### config.mk
export PLATFORM = sky130hd
export DESIGN_NAME = echo_ranger
export DESIGN_NICKNAME = d
export VERILOG_FILES = /design/src/rtl/ranger_pkg.sv /design/src/rtl/ranger_trig.sv /design/src/rtl/ranger_echo_cap.sv /design/src/rtl/echo_ranger.sv
export SDC_FILE = /design/constraint.sdc
export NUM_CORES = 1
export LEC_CHECK = 0
export BUFFER_PORTS_ARGS = -buffer_cell sky130_fd_sc_hd__buf_2
export CAP_MARGIN = 20
export CORE_ASPECT_RATIO = 0.8
export CORE_MARGIN = 2
export CORE_UTILIZATION = 50
export DETAILED_ROUTE_END_ITERATION = 10
export PLACE_DENSITY = 0.7
export SYNTH_ARGS = -nofsm -noshare
export SYNTH_HDL_FRONTEND = slang
export SYNTH_SLANG_ARGS = --single-unit
### constraint.sdc
create_clock -name clk -period 2.8 [get_ports clk]
set_input_delay 0.14 -clock clk [delete_from_list [all_inputs] [get_ports clk]]
set_output_delay 0.14 -clock clk [all_outputs]
set_load 0.01 [all_outputs]
### src/rtl/ranger_pkg.sv
`timescale 1ns/1ps
package ranger_pkg;
  localparam int REG_AW = 2;

  typedef enum logic [REG_AW-1:0] {
    ADR_CTRL   = 2'd0,
    ADR_PERIOD = 2'd1,
    ADR_HIGH   = 2'd2,
    ADR_STATUS = 2'd3
  } reg_addr_e;

  localparam int CTRL_EN_BIT  = 0;
  localparam int STAT_CLR_BIT = 0;
  localparam int ST_POL_BIT   = 0;
  localparam int ST_PEND_BIT  = 1;
  localparam int ST_OVR_BIT   = 2;
endpackage

### src/rtl/ranger_trig.sv
`timescale 1ns/1ps
module ranger_trig #(
  parameter int CNT_W = 16
) (
  input  logic             clk,
  input  logic             rst_n,
  input  logic             en,
  input  logic [CNT_W-1:0] period,
  input  logic [CNT_W-1:0] high,
  output logic             trig
);
  localparam logic [CNT_W-1:0] ONE = {{(CNT_W-1){1'b0}}, 1'b1};

  logic [CNT_W-1:0] cnt_q, cnt_d;
  logic             run;

  assign run = en && (period != '0);

  always_comb begin
    cnt_d = cnt_q;
    if (!run)
      cnt_d = '0;
    else if (cnt_q >= period - ONE)
      cnt_d = '0;
    else
      cnt_d = cnt_q + ONE;
  end

  always_ff @(posedge clk or negedge rst_n) begin
    if (!rst_n) cnt_q <= '0;
    else        cnt_q <= cnt_d;
  end

  assign trig = run && (cnt_q < high);

  p_restart_r4: assert property (@(posedge clk) disable iff (!rst_n)
    !en |=> (cnt_q == '0));
  p_wrap_r2: assert property (@(posedge clk) disable iff (!rst_n)
    (run && (cnt_q >= period - ONE)) |=> (cnt_q == '0));
  p_step_r2: assert property (@(posedge clk) disable iff (!rst_n)
    (run && (cnt_q < period - ONE)) |=> (cnt_q == $past(cnt_q) + ONE));
endmodule

### src/rtl/ranger_echo_cap.sv
`timescale 1ns/1ps
module ranger_echo_cap #(
  parameter int SYNC_STAGES = 2
) (
  input  logic clk,
  input  logic rst_n,
  input  logic echo,
  input  logic clr,
  output logic pol,
  output logic pend,
  output logic ovr
);
  logic [SYNC_STAGES:0] chain_q, chain_d;
  logic cur, prev, rise, fall, edge_seen;
  logic pol_d, pend_d, ovr_d;

  assign chain_d   = {chain_q[SYNC_STAGES-1:0], echo};
  assign cur       = chain_q[SYNC_STAGES-1];
  assign prev      = chain_q[SYNC_STAGES];
  assign rise      = cur && !prev;
  assign fall      = !cur && prev;
  assign edge_seen = rise || fall;

  always_comb begin
    pol_d  = pol;
    pend_d = pend;
    ovr_d  = ovr;
    if (edge_seen) begin
      pol_d  = rise;
      pend_d = 1'b1;
    end else if (clr) begin
      pend_d = 1'b0;
    end
    if (clr)
      ovr_d = 1'b0;
    else if (edge_seen && pend)
      ovr_d = 1'b1;
  end

  always_ff @(posedge clk or negedge rst_n) begin
    if (!rst_n) begin
      chain_q <= '0;
      pol     <= 1'b0;
      pend    <= 1'b0;
      ovr     <= 1'b0;
    end else begin
      chain_q <= chain_d;
      pol     <= pol_d;
      pend    <= pend_d;
      ovr     <= ovr_d;
    end
  end

  p_edge_sets_pend_r5: assert property (@(posedge clk) disable iff (!rst_n)
    edge_seen |=> pend);
  p_pend_holds_r7: assert property (@(posedge clk) disable iff (!rst_n)
    (pend && !clr) |=> pend);
  p_pol_kept_r7: assert property (@(posedge clk) disable iff (!rst_n)
    !edge_seen |=> $stable(pol));
  p_overrun_r8: assert property (@(posedge clk) disable iff (!rst_n)
    (pend && edge_seen && !clr) |=> ovr);
  p_coincide_r9: assert property (@(posedge clk) disable iff (!rst_n)
    (edge_seen && clr) |=> (pend && !ovr));
  p_one_edge_r6: assert property (@(posedge clk) disable iff (!rst_n)
    $onehot0({rise, fall}));
endmodule

### src/rtl/echo_ranger.sv
`timescale 1ns/1ps
module echo_ranger
  import ranger_pkg::*;
#(
  parameter int CNT_W       = 16,
  parameter int SYNC_STAGES = 2
) (
  input  logic              clk,
  input  logic              rst_n,
  input  logic [REG_AW-1:0] bus_addr,
  input  logic              bus_wr,
  input  logic [CNT_W-1:0]  bus_wdata,
  output logic [CNT_W-1:0]  bus_rdata,
  input  logic              echo_i,
  output logic              trig_o,
  output logic              irq_o
);
  logic [1:0]       rst_pipe;
  logic             rst_n_s;
  logic             en_q, en_d;
  logic [CNT_W-1:0] period_q, period_d, high_q, high_d;
  logic             clr_pulse;
  logic             st_pol, st_pend, st_ovr;
  reg_addr_e        addr;

  always_ff @(posedge clk or negedge rst_n) begin
    if (!rst_n) rst_pipe <= 2'b00;
    else        rst_pipe <= {rst_pipe[0], 1'b1};
  end
  assign rst_n_s = rst_pipe[1];

  assign addr      = reg_addr_e'(bus_addr);
  assign clr_pulse = bus_wr && (addr == ADR_STATUS) && bus_wdata[STAT_CLR_BIT];

  always_comb begin
    en_d     = en_q;
    period_d = period_q;
    high_d   = high_q;
    if (bus_wr) begin
      case (addr)
        ADR_CTRL:   en_d     = bus_wdata[CTRL_EN_BIT];
        ADR_PERIOD: period_d = bus_wdata;
        ADR_HIGH:   high_d   = bus_wdata;
        default:    ;
      endcase
    end
  end

  always_ff @(posedge clk or negedge rst_n_s) begin
    if (!rst_n_s) begin
      en_q     <= 1'b0;
      period_q <= '0;
      high_q   <= '0;
    end else begin
      en_q     <= en_d;
      period_q <= period_d;
      high_q   <= high_d;
    end
  end

  always_comb begin
    bus_rdata = '0;
    case (addr)
      ADR_CTRL:   bus_rdata[CTRL_EN_BIT] = en_q;
      ADR_PERIOD: bus_rdata = period_q;
      ADR_HIGH:   bus_rdata = high_q;
      ADR_STATUS: begin
        bus_rdata[ST_POL_BIT]  = st_pol;
        bus_rdata[ST_PEND_BIT] = st_pend;
        bus_rdata[ST_OVR_BIT]  = st_ovr;
      end
      default:    bus_rdata = '0;
    endcase
  end

  ranger_trig #(.CNT_W(CNT_W)) u_trig (
    .clk    (clk),
    .rst_n  (rst_n_s),
    .en     (en_q),
    .period (period_q),
    .high   (high_q),
    .trig   (trig_o)
  );

  ranger_echo_cap #(.SYNC_STAGES(SYNC_STAGES)) u_cap (
    .clk   (clk),
    .rst_n (rst_n_s),
    .echo  (echo_i),
    .clr   (clr_pulse),
    .pol   (st_pol),
    .pend  (st_pend),
    .ovr   (st_ovr)
  );

  assign irq_o = st_pend;

  p_irq_clear_r7: assert property (@(posedge clk) disable iff (!rst_n_s)
    (irq_o && !clr_pulse) |=> irq_o);
  p_period_zero_r3: assert property (@(posedge clk) disable iff (!rst_n_s)
    ($past(period_q) == '0 && period_q == '0) |-> !trig_o);
endmodule

==> impl_metrics.csv <==
group,metric,value,unit
run_status,outcome,"finished, violations left",
run_status,failed_checks,"setup timing",
grt,grt_overflow,0,
cts,cts.sinks,57,
setup_path,critical_path_class,"flop to flop",
setup_path,max_stage_delay,0.46,ns
cts,cts-buffers-inserted,9,
timing,setup_repair_after_global_routing_missed_its_margin,"true",
setup_path,crit_buf_inv,2,
floorplan,top_level_ports,40,
routing,postRouteAntennaNets,0,
final_layout,nNetsFinal,465,
power_and_ir_drop,combPwrFrac,0.270,
setup_path,crit_fanout,16,
setup_path,rr_worst_depth,13,
logic_synthesis,synth-edff-count,0,
cts,insertion_delay,0.34,ns
routing,number_of_vias_per_cell_after_detailed_routing,5.56,
setup_path,crit_path_cell_trace,"or3_4 > or4_4 > nor3_4 > nand2_1 > xor2_1 > ha_1 > nand4_1 > buf_4 > nor2_1 > a2bb2oi_1 > nand3_1 > buf_12 > nor2_1",
grt,antenna_found_initial,0,
power_and_ir_drop,peakVddDrop,361,uV
timing,setup_viol_count_final,16,
grt,grt_first_pass_wirelength,13300,um
power_and_ir_drop,power_per_cell_area,589,nW/um^2
power_and_ir_drop,clock_power_share,0.307,
floorplan,num_rows,27,
floorplan,floorplan.die.width,98.3,um
power_and_ir_drop,switching_power_as_a_share_of_total_power,0.316,
timing,hold_viol_final,0,
cts,cts_tree,"yes",
routing,postRouteWirelength,7910,um
logic_synthesis,post_synth.cell_area_avg,10.4,um^2
timing,fin_skew,0.00610,ns
logic_synthesis,gate_count_of_the_mapped_netlist,342,
final_layout,filler_cell_count,609,
logic_synthesis,synth.area.top_cells,"dfrtp_1, ha_1, mux2_2",
power_and_ir_drop,total_leakage_power,0.00203,uW
routing,vias,2757,
timing,timing_worst_slew_pin_value,0.749,ns
grt,grt_start_max_net_pins,56,
timing,layout_worst_path_cycle_share,1.04,
setup_path,depth_of_the_critical_timing_path_with_buffers_and_inverters_included,13,
hold_path,hold_class,"input port to flop",
routing,routed.top_layer,"met4",
routing,detailroute.wirelength.met3,306,um
setup_path,endpoint,"u_trig.cnt_q[10]",
setup_path,start_kind,"flop",
setup_path,path_delay_family,"simple AND/OR/NAND/NOR gates",
timing,timing.final.ws_setup,-0.111,ns
logic_synthesis,synth_top_area_cell,"dfrtp_1",
final_layout,fin_area,4220,um^2
logic_synthesis,ys_seq_elements,57,
floorplan,floorplan.initialDensity,0.516,
logic_synthesis,synth.top_cell.area_share,0.401,
setup_path,ff2ff_setup_slack,-0.11,ns
logic_synthesis,async_reset_ff_frac,1.00,
routing,detail_route.first_pass.iterations,4,
placed_design,dpl.hpwl,5750,um
logic_synthesis,post_synth_num_cell_types,44,
setup_path,critPathMostFrequentCell,"nor2_1",
logic_synthesis,synth_nets,403,
setup_path,cp.arrival,3.14,ns
power_and_ir_drop,p_sw,784,uW
power_and_ir_drop,sequentialPowerShare,0.422,
cts,clk_pin_slew,0.07,ns
logic_synthesis,synth_cell_area,3560,um^2
floorplan,die_area,7810,um^2
final_layout,area_of_the_multi_input_gates,2020,um^2
logic_synthesis,ys.warnings.count,0,
placed_design,gp_congestion,0.788,
timing,fin_hold_ws,0.0409,ns
cts,clock_tree.htree_level_count,3,
routing,met1Wirelength,3860,um
timing,fmax,344,MHz
final_layout,fraction_of_layout_cells_with_a_size_suffix_above_1,0.291,
logic_synthesis,sequential_fraction_of_the_synthesis_area,0.401,
timing,finalWorstPathRequiredPeriod,2.91,ns
setup_path,critPathSlowestCell,"or4_4",
placed_design,placement.io_buffers,39,
final_layout,diodes,0,
final_layout,areaGrowthSynthToFinish,18.6,%
routing,detail_route.drc_violations,0,
routing,route.met2.wl,3640,um
timing,report.final.slew_viol_count,0,
final_layout,area.sequential,1430,um^2
setup_path,timing.critical_path.from,"period_q[4]",
logic_synthesis,yosys_most_used_dff,"dfrtp_1",
cts,clk_path_buf_depth,2,
placed_design,post_dp_cell_area,3970,um^2
job,maxCapViolations,0,
power_and_ir_drop,internal_power,1700,uW
routing,initialDrtViolationCount,135,
grt,first_global_vias,2752,
routing,drt-wirelength-per-cell,16.0,um
grt,grtUsageTotal,0.219,
floorplan,dieHeight,79.4,um
setup_path,critical_path.reg2reg.endpoint,"u_trig.cnt_q[10]",
floorplan,design.core.area,6890,um^2
setup_path,critPathRequiredTime,3.03,ns
timing,slew_headroom,0.500,
setup_path,r2r_start,"period_q[4]",
cts,ctsRootBufferMaster,"clkbuf_8",
setup_path,cp-end-kind,"flop",
-- power by group through the flow --
stage | registers (uW) | clock network (uW) | logic (uW)
global placement | 1050 | 0 | 637
detailed placement | 1060 | 0 | 651
CTS | 1050 | 784 | 666
global route | 1070 | 822 | 747
floorplan | 1050 | 0 | 427
finish | 1050 | 763 | 671
-- Yosys cell counts, types with 2 or more instances --
library cell,number
dfrtp_1,57
ha_1,39
mux2_2,34
nor2_1,31
inv_1,23
nand2_1,20
nor2b_1,16
xnor2_1,15
a22oi_1,13
xor2_1,13
nand3_1,10
a21oi_1,8
clkbuf_1,7
nand4_1,7
nor3_1,6
a21o_1,3
a222oi_1,3
and3_1,3
nor4_1,3
a31oi_1,2
buf_2,2
nor4_2,2
o21a_1,2
o21ai_0,2
or4_4,2
-- per-stage QoR --
step | setup TNS [ns] | total power, uW | cells | utilization | worst slack [ns]
final | -1.70 | 2480 | 496 | 0.612 | -0.111
after global routing | -4.56 | 2640 | 496 | 0.612 | -0.294
after CTS | -1.42 | 2500 | 494 | 0.610 | -0.0953
after detailed placement | -1.90 | 1710 | 476 | 0.577 | -0.132
after global placement | -0.206 | 1690 | 476 | 0.577 | -0.0162
after floorplan | -0.916 | 1480 | 342 | - | -0.0945
-- how the worst min path moves through the flow --
stage | from | end | cells after the start
2_1_floorplan | rst_n | rst_pipe[0] | 0
3_3_place_gp | rst_n | rst_pipe[0] | 1
3_5_place_dp | rst_n | rst_pipe[0] | 1
4_1_cts | bus_wdata[12] | period_q[12] | 2
5_1_grt | bus_wdata[10] | high_q[10] | 2
6_report | bus_wdata[12] | period_q[12] | 2
-- layer usage --
metal,track usage,up-vias
met2,0.336,55
met3,0.0517,10
li1,-,1326
met4,0.0740,0
met1,0.306,1366
met5,0,-
-- registers in the layout, indices dropped and copies added (netlist names) --
signal / count
u_cap.pend: 1
rst_pipe: 2
period_q: 16
u_trig.cnt_q: 16
high_q: 16
en_q: 1
u_cap.chain_q: 3
u_cap.ovr: 1
u_cap.pol: 1
-- cell families (layout without fill, tap and decap cells) --
family | count (synthesis) | in the layout | synth area share
adder cells (fa/ha/maj) | 39 | 39 | 0.137
multiplexers | 35 | 35 | 0.110
other | 1 | 1 | 0.00105
AND/OR/NAND/NOR | 108 | 108 | 0.162
flip-flops | 57 | 57 | 0.401
XOR/XNOR | 28 | 28 | 0.0689
buffers and inverters | 33 | 100 | 0.0359
AO/OA/AOI/OAI | 41 | 41 | 0.0837
-- layout by cell type, fill, tap and decap left out, types with 3 or more instances in the layout --
master    synthesis  final
a21o_1            3      3
a21oi_1           8      8
a222oi_1          3      3
a22oi_1          13     13
and3_1            3      3
buf_2             2     39
buf_4             0     19
clkbuf_8          0     10
dfrtp_1          57     56
ha_1             39     39
inv_1            23     23
mux2_2           34     34
nand2_1          20     20
nand3_1          10     10
nand4_1           7      7
nor2_1           31     31
nor2b_1          16     16
nor3_1            6      6
nor4_2            2      3
xnor2_1          15     14
xor2_1           13     13
-- final cells by class --
cell class,instances,area share
Multi-Input combinational cell,252,0.479
Sequential cell,57,0.338
Timing Repair Buffer,61,0.0896
Clock buffer,11,0.0335
Tap cell,87,0.0258
Inverter,23,0.0205
Clock inverter,5,0.0130
-- what timing repair did --
action / 4_1_cts / 5_1_grt
setup buffers: 0 / 2
endpoints found under the setup margin: 16 / 16
resized for setup: 2 / 0
pin swaps: 0 / 2
hold buffers: 2 / 0
endpoints found under the hold margin: 3 / 0
(Power assumes the default switching activity.)
